### src/rtl/kw_pkg.sv
package kw_pkg;
  localparam logic [15:0] CLR_KEY   = 16'h5743;
  localparam logic        ADDR_CTRL = 1'b0;
  localparam logic        ADDR_STAT = 1'b1;
  localparam int unsigned PS_W      = 5;
  localparam int unsigned CS_W      = 2;
  localparam int unsigned CAUSE_W   = 3;  // status bits 4:2
endpackage

### src/rtl/kw_prescaler.sv
module kw_prescaler #(
  parameter int unsigned PRE_DIV = 32
) (
  input  logic clk_i,
  input  logic rst_ni,
  input  logic run_i,
  input  logic restart_i,
  output logic tick_o
);
  localparam int unsigned PRE_W = (PRE_DIV > 1) ? $clog2(PRE_DIV) : 1;
  localparam logic [PRE_W-1:0] PRE_MAX = PRE_W'(PRE_DIV - 1);

  logic [PRE_W-1:0] pre_q;

  assign tick_o = run_i && !restart_i && (pre_q == PRE_MAX);

  always_ff @(posedge clk_i or negedge rst_ni) begin
    if (!rst_ni)                 pre_q <= '0;
    else if (!run_i || restart_i) pre_q <= '0;
    else if (pre_q == PRE_MAX)   pre_q <= '0;
    else                         pre_q <= pre_q + 1'b1;
  end
endmodule

### src/rtl/kw_counter.sv
module kw_counter #(
  parameter int unsigned CNT_W = 32,
  parameter int unsigned PS_W  = 5
) (
  input  logic             clk_i,
  input  logic             rst_ni,
  input  logic             run_i,
  input  logic             restart_i,
  input  logic             tick_i,
  input  logic [PS_W-1:0]  ps_i,
  input  logic             win_i,
  output logic             expire_o,
  output logic             early_o,
  output logic [CNT_W-1:0] cnt_o
);
  logic [CNT_W-1:0] cnt_q;
  logic [CNT_W-1:0] term;
  logic [CNT_W-1:0] half;
  logic [CNT_W:0]   nxt;

  assign term = CNT_W'(1) << ps_i;
  assign half = term >> 1;
  assign nxt  = {1'b0, cnt_q} + 1'b1;

  // >= so a postscaler lowered mid-count still expires
  assign expire_o = run_i && !restart_i && tick_i && (nxt >= {1'b0, term});
  assign early_o  = run_i && win_i && restart_i && (cnt_q < half);
  assign cnt_o    = cnt_q;

  always_ff @(posedge clk_i or negedge rst_ni) begin
    if (!rst_ni)                              cnt_q <= '0;
    else if (!run_i || restart_i || expire_o) cnt_q <= '0;
    else if (tick_i)                          cnt_q <= nxt[CNT_W-1:0];
  end
endmodule

### src/rtl/kw_cause.sv
module kw_cause import kw_pkg::*; (
  input  logic               clk_i,
  input  logic               rst_ni,
  input  logic               set_i,
  input  logic               idle_i,
  input  logic               sleep_i,
  input  logic               clr_i,
  input  logic [CAUSE_W-1:0] clr_mask_i,
  output logic [CAUSE_W-1:0] stat_o
);
  logic [CAUSE_W-1:0] stat_q;
  logic [CAUSE_W-1:0] set_vec;
  logic [CAUSE_W-1:0] clr_vec;

  assign set_vec = set_i ? {1'b1, sleep_i, idle_i} : '0;
  assign clr_vec = clr_i ? clr_mask_i : '0;
  assign stat_o  = stat_q;

  // a new event wins over a same-cycle clear
  always_ff @(posedge clk_i or negedge rst_ni) begin
    if (!rst_ni) stat_q <= '0;
    else         stat_q <= (stat_q & ~clr_vec) | set_vec;
  end
endmodule

### src/rtl/keyed_watchdog.sv
module keyed_watchdog import kw_pkg::*; #(
  parameter int unsigned PRE_DIV = 32,
  parameter int unsigned CNT_W   = 32
) (
  input  logic        clk_i,
  input  logic        rst_ni,
  input  logic        we_i,
  input  logic        addr_i,
  input  logic [3:0]  be_i,
  input  logic [31:0] wdata_i,
  output logic [31:0] rdata_o,
  input  logic        idle_i,
  input  logic        sleep_i,
  output logic        rst_req_o
);
  logic               on_q, win_q, busy_q, rst_req_q;
  logic [PS_W-1:0]    ps_q;
  logic [CS_W-1:0]    cs_q;
  logic               acc_ok, sel_ctrl, sel_stat, key_hit;
  logic               tick, expire, early;
  logic [CNT_W-1:0]   cnt_w;
  logic [CAUSE_W-1:0] stat_q;
  logic [31:0]        ctrl_word;
  logic               unused_bits;

  assign acc_ok   = we_i && !busy_q;
  assign sel_ctrl = acc_ok && (addr_i == ADDR_CTRL);
  assign sel_stat = acc_ok && (addr_i == ADDR_STAT);
  assign key_hit  = sel_ctrl && be_i[3] && be_i[2] && (wdata_i[31:16] == CLR_KEY);

  always_ff @(posedge clk_i or negedge rst_ni) begin
    if (!rst_ni) begin
      on_q  <= 1'b0;
      ps_q  <= '0;
      cs_q  <= '0;
      win_q <= 1'b0;
    end else if (sel_ctrl) begin
      if (be_i[1]) begin
        on_q <= wdata_i[15];
        ps_q <= wdata_i[12:8];
      end
      if (be_i[0]) begin
        cs_q  <= wdata_i[7:6];
        win_q <= wdata_i[0];
      end
    end
  end

  // one dead cycle after the timer is switched off
  always_ff @(posedge clk_i or negedge rst_ni) begin
    if (!rst_ni) begin
      busy_q    <= 1'b0;
      rst_req_q <= 1'b0;
    end else begin
      busy_q    <= sel_ctrl && be_i[1] && !wdata_i[15] && on_q;
      rst_req_q <= expire || early;
    end
  end

  kw_prescaler #(.PRE_DIV(PRE_DIV)) u_pre (
    .clk_i     (clk_i),
    .rst_ni    (rst_ni),
    .run_i     (on_q),
    .restart_i (key_hit),
    .tick_o    (tick)
  );

  kw_counter #(.CNT_W(CNT_W), .PS_W(PS_W)) u_cnt (
    .clk_i     (clk_i),
    .rst_ni    (rst_ni),
    .run_i     (on_q),
    .restart_i (key_hit),
    .tick_i    (tick),
    .ps_i      (ps_q),
    .win_i     (win_q),
    .expire_o  (expire),
    .early_o   (early),
    .cnt_o     (cnt_w)
  );

  kw_cause u_cause (
    .clk_i      (clk_i),
    .rst_ni     (rst_ni),
    .set_i      (expire || early),
    .idle_i     (idle_i),
    .sleep_i    (sleep_i),
    .clr_i      (sel_stat && be_i[0]),
    .clr_mask_i (wdata_i[4:2]),
    .stat_o     (stat_q)
  );

  assign ctrl_word = {16'b0, on_q, 2'b0, ps_q, cs_q, 5'b0, win_q};

  always_comb begin
    if (busy_q)                  rdata_o = '0;
    else if (addr_i == ADDR_CTRL) rdata_o = ctrl_word;
    else                          rdata_o = {27'b0, stat_q, 2'b0};
  end

  assign rst_req_o   = rst_req_q;
  assign unused_bits = ^{wdata_i[14:13], wdata_i[5], wdata_i[1], cnt_w};
endmodule

### config.mk
export PLATFORM = sky130hd
export DESIGN_NAME = keyed_watchdog
export DESIGN_NICKNAME = d
export VERILOG_FILES = /design/src/rtl/kw_pkg.sv /design/src/rtl/kw_prescaler.sv /design/src/rtl/kw_counter.sv /design/src/rtl/kw_cause.sv /design/src/rtl/keyed_watchdog.sv
export SDC_FILE = /design/constraint.sdc
export NUM_CORES = 1
export LEC_CHECK = 0
export BUFFER_PORTS_ARGS = -buffer_cell sky130_fd_sc_hd__buf_2
export CAP_MARGIN = 5
export CORE_MARGIN = 4
export CORE_UTILIZATION = 59
export CTS_BUF_LIST = sky130_fd_sc_hd__clkbuf_4
export CTS_CLUSTER_SIZE = 10
export DETAILED_ROUTE_END_ITERATION = 16
export GPL_ROUTABILITY_DRIVEN = 0
export PLACE_DENSITY = 0.83
export SLEW_MARGIN = 20
export SYNTH_ARGS = -nofsm -noshare
export SYNTH_HDL_FRONTEND = slang
export SYNTH_SLANG_ARGS = --single-unit
### constraint.sdc
create_clock -name clk_i -period 4.55 [get_ports clk_i]
set_input_delay 0.6825 -clock clk_i [delete_from_list [all_inputs] [get_ports clk_i]]
set_output_delay 0.6825 -clock clk_i [all_outputs]
set_load 0.05 [all_outputs]
# == Word-level counts from Yosys, hierarchy flattened ==
# Index checks and enable logic that the tools add are counted.
# op_classes
add_sub_neg,2
n_lt_le_gt_ge,2
eq_ne,2
n_shift,1
n_mux,8
bitwise_logic,4
n_reduce_logical,27
# op_table
cell,n
$mux W32,2
$add A32 B1 Y33 const B,1
$ge A33 B32 Y1,1
$lt A32 B31 Y1,1
$mux W16,2
$shl A1 B5 Y32 const A,1
$logic_and A1 B1 Y1,17
$eq A16 B15 Y1 const B,1
$mux W5,2
$mux W3,2
$add A5 B1 Y5 const B,1
$eq A5 B5 Y1 const B,1
$logic_not A1 Y1,4
$reduce_and A2 Y1,2
$and A3 B3 Y3,1
$logic_or A1 B1 Y1,3
$not A3 Y3,1
$or A3 B3 Y3,1
$reduce_bool A2 Y1,1
$not A1 Y1,1
# word_totals
register_bits,51
output_inout_bits,33

# == Longest topological paths before layout ==
# Gate-level depths: netlist (run 1).
# logic_depth
depth_word,14
mapped_depth,17

# == Modules after synthesis ==
# Synthesis (run 1) repeated with hierarchy kept, for this count alone.
# hier_totals
hier_cells,540
area_unflattened_um2,4600.7
# by_module_without_submodules
mod,n_inst,cells_each,area_each_um2,seq_area_each_um2
kw_counter,1,440,3489.6,800.8
keyed_watchdog,1,71,758.2,275.3
kw_prescaler,1,20,241.5,125.1
kw_cause,1,9,111.4,75.1

# == Least setup slack after synthesis (run 1) ==
# OpenSTA, ideal clock, no wires.
# synth_path
kind,register -> register
startpoint,"register u_cnt.cnt_q[0], in the netlist u_cnt.cnt_o[0]"
endpoint,"register u_cnt.cnt_q[12], in the netlist u_cnt.cnt_o[12]"
setup_time_ps,78
arrival_time_ps,3471
path_slack_ps,1001
path_stages_with_launch,17
n_path_buf,1
synth_period_minus_slack_ps,3549
path_cell_list,dfrtp_1 -> ha_1 -> nand4_1 -> nor4_2 -> and3_1 -> nand3_1 -> nor2_1 -> xor2_1 -> ha_1 -> nand4_1 -> nor4_1 -> a31oi_1 -> o211ai_1 -> nor2_1 -> clkbuf_1 -> o21ai_0 -> a21oi_1
# synth_via
elab_chain_len,5
# synth_lines
item,line,rtl
"start, declared",kw_counter.sv:16,logic [CNT_W-1:0] cnt_q;
"start signal, assigned",kw_counter.sv:33,else if (tick_i) cnt_q <= nxt[CNT_W-1:0];
$add A32 B1 Y33 (*),kw_counter.sv:23,"assign nxt = {1'b0, cnt_q} + 1'b1;"
$ge A33 B32 Y1,kw_counter.sv:26,"assign expire_o = run_i && !restart_i && tick_i && (nxt >= {1'b0, term});"
$logic_and A1 B1 Y1,kw_counter.sv:26,
$logic_or A1 B1 Y1,kw_counter.sv:32,else if (!run_i || restart_i || expire_o) cnt_q <= '0;
$mux W32 or $reduce_bool A2 Y1 (tied branches),-,
# Mark *: on every way between the ends. The rest lies on a longest branch, timed or not. The select of a mux whose other input is x is not followed.
# A chain may end at the register's enable or synchronous reset.

# == Worst setup path after layout (run 1) ==
# layout_path
startpoint,"register u_cnt.cnt_q[0], in the netlist u_cnt.cnt_o[0]"
endpoint,"register u_cnt.cnt_q[27], in the netlist u_cnt.cnt_o[27]"
# Same word-level chain as after synthesis.

==> results of run 1 <==
[per-layer routing]
layer  global-route usage  up-vias  wire [um]
met5                    0        -          0
li1                     -     1952          -
met1                0.327     1957       4780
met3               0.0446       32        744
met4               0.0960        0        286
met2                0.456      142       5740
[sequential cells by signal (all words and copies together), names as in the netlist]
register	count
cs_q	2
ps_q	5
u_pre.pre_q	5
u_cnt.cnt_o	32
u_cause.stat_o	3
rst_req_o	1
win_q	1
busy_q	1
on_q	1
[power breakdown]
group	total (mW)	internal (mW)	switching, mW
clock	0.225	0.0638	0.161
combinational	0.449	0.131	0.318
sequential	0.504	0.475	0.0283
total	1.18	0.670	0.507
[area by class of cell]
cell class | instances | area, sq um
clock buffer | 5 | 37.5
clock inverter | 3 | 22.5
fill | 602 | 2490
inverter | 4 | 15.0
multi-input combinational | 439 | 3120
sequential | 51 | 1280
tap | 99 | 124
timing repair buffer | 60 | 325
[cells in the mapped netlist, drive strengths merged, types with 2 or more instances]
master	n
nand2	72
ha	65
dfrtp	51
nor2	28
nand3	26
a21oi	25
buf	24
a32o	19
clkbuf	19
xnor2	19
and2	18
o21ai	17
and3	16
nand4	15
xor2	13
a21o	9
mux2	9
nor3	9
nand4b	6
nor2b	6
a31oi	5
a22o	3
and3b	3
and4	3
inv	3
nor3b	3
nor4	3
or2	3
a211oi	2
a221oi	2
and4b	2
nand3b	2
or4	2
[per-stage QoR]
stage | hold WS, ns | power (mW) | setup WS [ns]
6_report | 0.376 | 1.18 | 0.334
5_1_grt | 0.415 | 1.24 | 0.100
4_1_cts | 0.399 | 1.18 | 0.414
3_5_place_dp | 0.462 | 0.952 | 0.503
3_3_place_gp | 0.449 | 0.938 | 0.584
2_1_floorplan | 0.387 | 0.831 | 1.00
[final timing paths]
path	slack, ns	to	depth (start not counted)	start
max	0.33	u_cnt.cnt_o[27]	16	u_cnt.cnt_o[0]
min	0.38	u_cnt.cnt_o[5]	2	rst_ni
max reg2reg	0.33	u_cnt.cnt_o[27]	16	u_cnt.cnt_o[0]
min reg2reg	0.48	u_pre.pre_q[0]	1	u_pre.pre_q[0]
max in group asynchronous	3.73	u_cnt.cnt_o[27]	2	rst_ni
min in group clk_i	0.48	u_pre.pre_q[0]	1	u_pre.pre_q[0]
[kinds of logic (layout without fill, tap and decap cells)]
logic type | count (synthesis) | count (layout)
buf+inv | 47 | 72
mux | 9 | 9
xor+xnor | 32 | 32
flops | 51 | 51
other cells | 1 | 20
simple gates | 221 | 221
compound gates | 92 | 92
fa+ha+maj | 65 | 65
==> results.py, run 1 <==
metrics = {
    "outcome": {
        "outcome": "finished clean",
    },
    "drt": {
        "postRouteAntennaNets": 0,
        "wl_per_cell_um": 17.5,
        "viasPerCell": 6.18,
        "drt_iter0_markers": 228,
        "num_vias": 4083,
        "drcViolationCount": 0,
        "drt_wl_total_mm": 11.6,
        "first_pass_iters": 6,
    },
    "synth": {
        "synth_edf_count": 0,
        "synth_fa_ha_area_frac": 0.178,
        "synth_compound_area_frac": 0.146,
        "synthFlopType": "dfrtp_1",
        "synthCells": 518,
        "synth_area_leader_cell": "dfrtp_1",
        "yosys.area_share.simple": 0.256,
        "synth-seq-cells": 51,
        "synthXorXnorAreaFrac": 0.0612,
        "synth_top_area_frac": 0.279,
        "muxShareOfSynthArea": 0.0221,
        "ys_types": 59,
        "yosysSeqAreaShare": 0.279,
        "synth_warnings": 0,
        "synth_top_family_by_area": "simple AND/OR/NAND/NOR gates",
        "synth_area_sq_mm": 0.00458,
        "syn_avg_cell_area_sq_um": 8.84,
        "async_reset_ff_frac": 1.00,
        "synth.area.top_cells": "dfrtp_1 28%, ha_1 18%, nand2_1 5.9%",
    },
    "critical_path": {
        "cp-start-kind": "flop",
        "cp_data_arrival_time_ns": 4.52,
        "critical_path_class": "reg2reg",
        "critPathBufInv": 1,
        "critPathTopFamily": "simple AND/OR/NAND/NOR gates",
        "cpMaxStageDelayCell": "dfrtp_1",
        "critPathMaxFanout": 7,
        "end_kind": "flop",
        "max_stage_delay_ns": 0.51,
        "required_ns": 4.86,
        "cp_cell_sequence": "ha_1, nand4_1, nor4_2, buf_4, and3_1, nand3_1, nor2_1, xor2_1, ha_1, nand4_1, nor4_1, a31oi_1, o211ai_1, or2_1, or4_1, a31oi_1",
    },
    "run": {
        "maxCapViolCount": 0,
    },
    "global_route": {
        "overflow": 0,
        "grt_max_degree": 52,
        "antenna_found_initial": 0,
        "grt_use_total": 0.263,
        "grt_pass1_wl_mm": 19.1,
        "grt_pass1_vias": 4016,
    },
    "placement": {
        "dp_hpwl_mm": 8.93,
        "portBuffers": 50,
        "placed_area_sq_mm": 0.00486,
        "place_inst": 653,
    },
    "cells_and_area": {
        "final_cell_mix": "72 x nand2_1, 65 x ha_1, 51 x dfrtp_1",
        "fin_nets": 668,
        "syn_to_final_growth_pct": 7.40,
        "drive_above_1_share": 0.160,
        "final_area_sq_mm": 0.00492,
        "layout_commonest_cell": "nand2_1",
        "fin_cells": 661,
        "diodes": 0,
        "post-route-util": 0.664,
    },
    "clock_network": {
        "cts_resized": 0,
        "cts_hold_buf": 0,
        "cts_tree": "yes",
        "cts_buffer_depth": 2,
        "clock_latency_ns": 0.39,
        "cts-root-buf": "clkbuf_4",
        "cts-htree-levels": 2,
        "cts.sinks": 51,
        "post_cts.repair.setup_buffers": 0,
        "cts_buffers": 5,
        "path_clk_slew_ns": 0.16,
    },
    "timing": {
        "min_period_ns": 4.22,
        "final_max_slew_viol_count": 0,
        "tightestPinTransition_ns": 1.15,
        "setup_tns_ns": 0,
        "finalSetupViolations": 0,
        "grt_setup_unrepaired": "false",
        "fmax_mhz": 237,
        "hold_violations": 0,
        "slew_headroom": 0.230,
        "period_share": 0.927,
        "skew_ns": 0.0113,
    },
    "pwr": {
        "ir_drop_uv": 162,
        "powerDensity_mw_per_mm2": 239,
        "leakage_nw": 2.41,
    },
    "die": {
        "die_h_um": 96.1,
        "core_area_sq_mm": 0.00741,
        "die_w_um": 96.1,
        "row_count": 31,
        "io_pins": 75,
        "dieArea_sq_mm": 0.00924,
        "start_util": 0.618,
    },
    "hold_path": {
        "hold_path.class": "in2async",
    },
}
Note: power is estimated with default switching activity, not from simulation.
==> run 2: changes to the inputs <==
--- a/config.mk
+++ b/config.mk
@@ -14,6 +14,8 @@
 export DETAILED_ROUTE_END_ITERATION = 16
 export GPL_ROUTABILITY_DRIVEN = 0
 export PLACE_DENSITY = 0.83
+export REMOVE_ABC_BUFFERS = 1
+export SETUP_SLACK_MARGIN = 0.02
 export SLEW_MARGIN = 20
 export SYNTH_ARGS = -nofsm -noshare
 export SYNTH_HDL_FRONTEND = slang
==> results.py, run 2 (synthesis gave the netlist of run 1 again) <==
metrics = {
    "cells_and_area": {
        "fin_cells": 661,
        "largest_register_ffs": 32,
        "fillers": 612,
        "final_cell_mix": "72 x nand2_1, 64 x ha_1, 51 x dfrtp_1",
        "layout_commonest_cell": "nand2_1",
        "diodes": 0,
        "syn_to_final_growth_pct": 7.95,
        "fin_nets": 668,
        "drive_above_1_share": 0.158,
    },
    "drt": {
        "first_pass_iters": 5,
        "drcViolationCount": 0,
        "drt_wl_total_mm": 11.3,
        "drt_iter0_markers": 298,
        "viasPerCell": 6.18,
        "wl_per_cell_um": 17.1,
        "num_vias": 4082,
        "postRouteAntennaNets": 0,
    },
    "timing": {
        "skew_ns": 0.0153,
        "tightestPinTransition_ns": 1.05,
        "grt_setup_unrepaired": "false",
        "period_share": 0.911,
        "fmax_mhz": 241,
        "final_max_slew_viol_count": 0,
        "hold_violations": 0,
        "setup_tns_ns": 0,
        "slew_headroom": 0.302,
        "finalSetupViolations": 0,
        "min_period_ns": 4.14,
        "worst_slack_ns": 0.406,
    },
    "critical_path": {
        "r2r-end": "u_cnt.cnt_o[27]",
        "critPathMaxFanout": 7,
        "critical_path_class": "reg2reg",
        "ff2ff_setup_slack_ns": 0.41,
        "reg2reg_from": "u_cnt.cnt_o[0]",
        "reg2regPathDepth": 16,
        "required_ns": 4.86,
        "end_kind": "flop",
        "cp_data_arrival_time_ns": 4.45,
        "cp-start-kind": "flop",
    },
    "placement": {
        "place_inst": 651,
        "portBuffers": 50,
        "dp_hpwl_mm": 8.59,
        "post-place-ws_ns": 0.324,
    },
    "clock_network": {
        "cts_tree": "yes",
        "cts_hold_buf": 0,
        "cts.sinks": 51,
        "clock_latency_ns": 0.39,
        "cts-htree-levels": 2,
        "cts_buffers": 5,
        "cts-root-buf": "clkbuf_4",
        "cts_buffer_depth": 2,
        "path_clk_slew_ns": 0.16,
    },
    "hold_path": {
        "hold_path.class": "in2async",
    },
    "global_route": {
        "grt_max_degree": 52,
        "grt_use_total": 0.267,
        "grt_pass1_wl_mm": 19.5,
        "overflow": 0,
        "grt_pass1_vias": 4127,
        "antenna_found_initial": 0,
    },
    "die": {
        "io_pins": 75,
        "core_area_sq_mm": 0.00741,
        "start_util": 0.618,
        "dieArea_sq_mm": 0.00924,
        "die_h_um": 96.1,
        "die_w_um": 96.1,
        "row_count": 31,
    },
    "pwr": {
        "ir_drop_uv": 222,
        "powerDensity_mw_per_mm2": 254,
        "total_power_mw": 1.26,
        "leakage_nw": 2.42,
    },
    "run": {
        "maxCapViolCount": 0,
    },
    "outcome": {
        "outcome": "finished clean",
    },
}
run 2: metrics by stage:
step	instance area [sq um]	util	hold WS [ns]
after floorplan	4410	-	0.387
after global placement	4840	0.654	0.447
after detailed placement	4840	0.654	0.451
after CTS	4920	0.664	0.396
after global routing	4940	0.667	0.419
final	4940	0.667	0.377
run 2: final cells by class:
type | instances | area [sq um] | share of cell area
Multi-Input combinational cell | 439 | 3120 | 0.632
Sequential cell | 51 | 1280 | 0.258
Timing Repair Buffer | 60 | 325 | 0.0658
Clock buffer | 5 | 37.5 | 0.00759
Inverter | 4 | 15.0 | 0.00304
Tap cell | 99 | 124 | 0.0251
Clock inverter | 3 | 42.5 | 0.00860
run 2: worst max-delay path by stage:
stage                               from         endpoint
after floorplan           u_cnt.cnt_o[0]  u_cnt.cnt_o[12]
after global placement    u_cnt.cnt_o[0]   u_cnt.cnt_o[0]
after detailed placement  u_cnt.cnt_o[0]   u_cnt.cnt_o[0]
after CTS                 u_cnt.cnt_o[0]   u_cnt.cnt_o[0]
after global routing      u_cnt.cnt_o[0]  u_cnt.cnt_o[27]
final                     u_cnt.cnt_o[0]  u_cnt.cnt_o[27]
run 2: where the power goes:
part	internal [mW]	switching, mW	total (mW)	leakage [nW]
registers	0.475	0.0297	0.505	0.691
logic	0.149	0.327	0.476	1.68
clock network	0.116	0.158	0.274	0.0432
run 2: what timing repair did:
item / 4_1_cts / 5_1_grt
gates resized for setup: 0 / 2
setup buffers: 0 / 2
endpoints found under the setup margin: 0 / 16
endpoints found under the hold margin: 0 / 0
run 2: per-layer routing:
layer,up-vias,track usage,part of all wire
met4,0,0.104,0.033
met5,-,0,0
met2,176,0.435,0.46
li1,1958,-,-
met1,1915,0.355,0.44
met3,33,0.0383,0.073
run 2: critical path, cell delays in order (launching register included):
cell	delay (ns)
dfrtp_1	0.48
ha_2	0.27
nand4_1	0.25
nor4_2	0.34
buf_4	0.19
and3_1	0.24
nand3_1	0.17
nor2_1	0.23
xor2_1	0.20
ha_1	0.27
nand4_1	0.14
nor4_1	0.07
a31oi_1	0.13
o211ai_1	0.19
or2_1	0.32
or4_1	0.41
a31oi_1	0.16
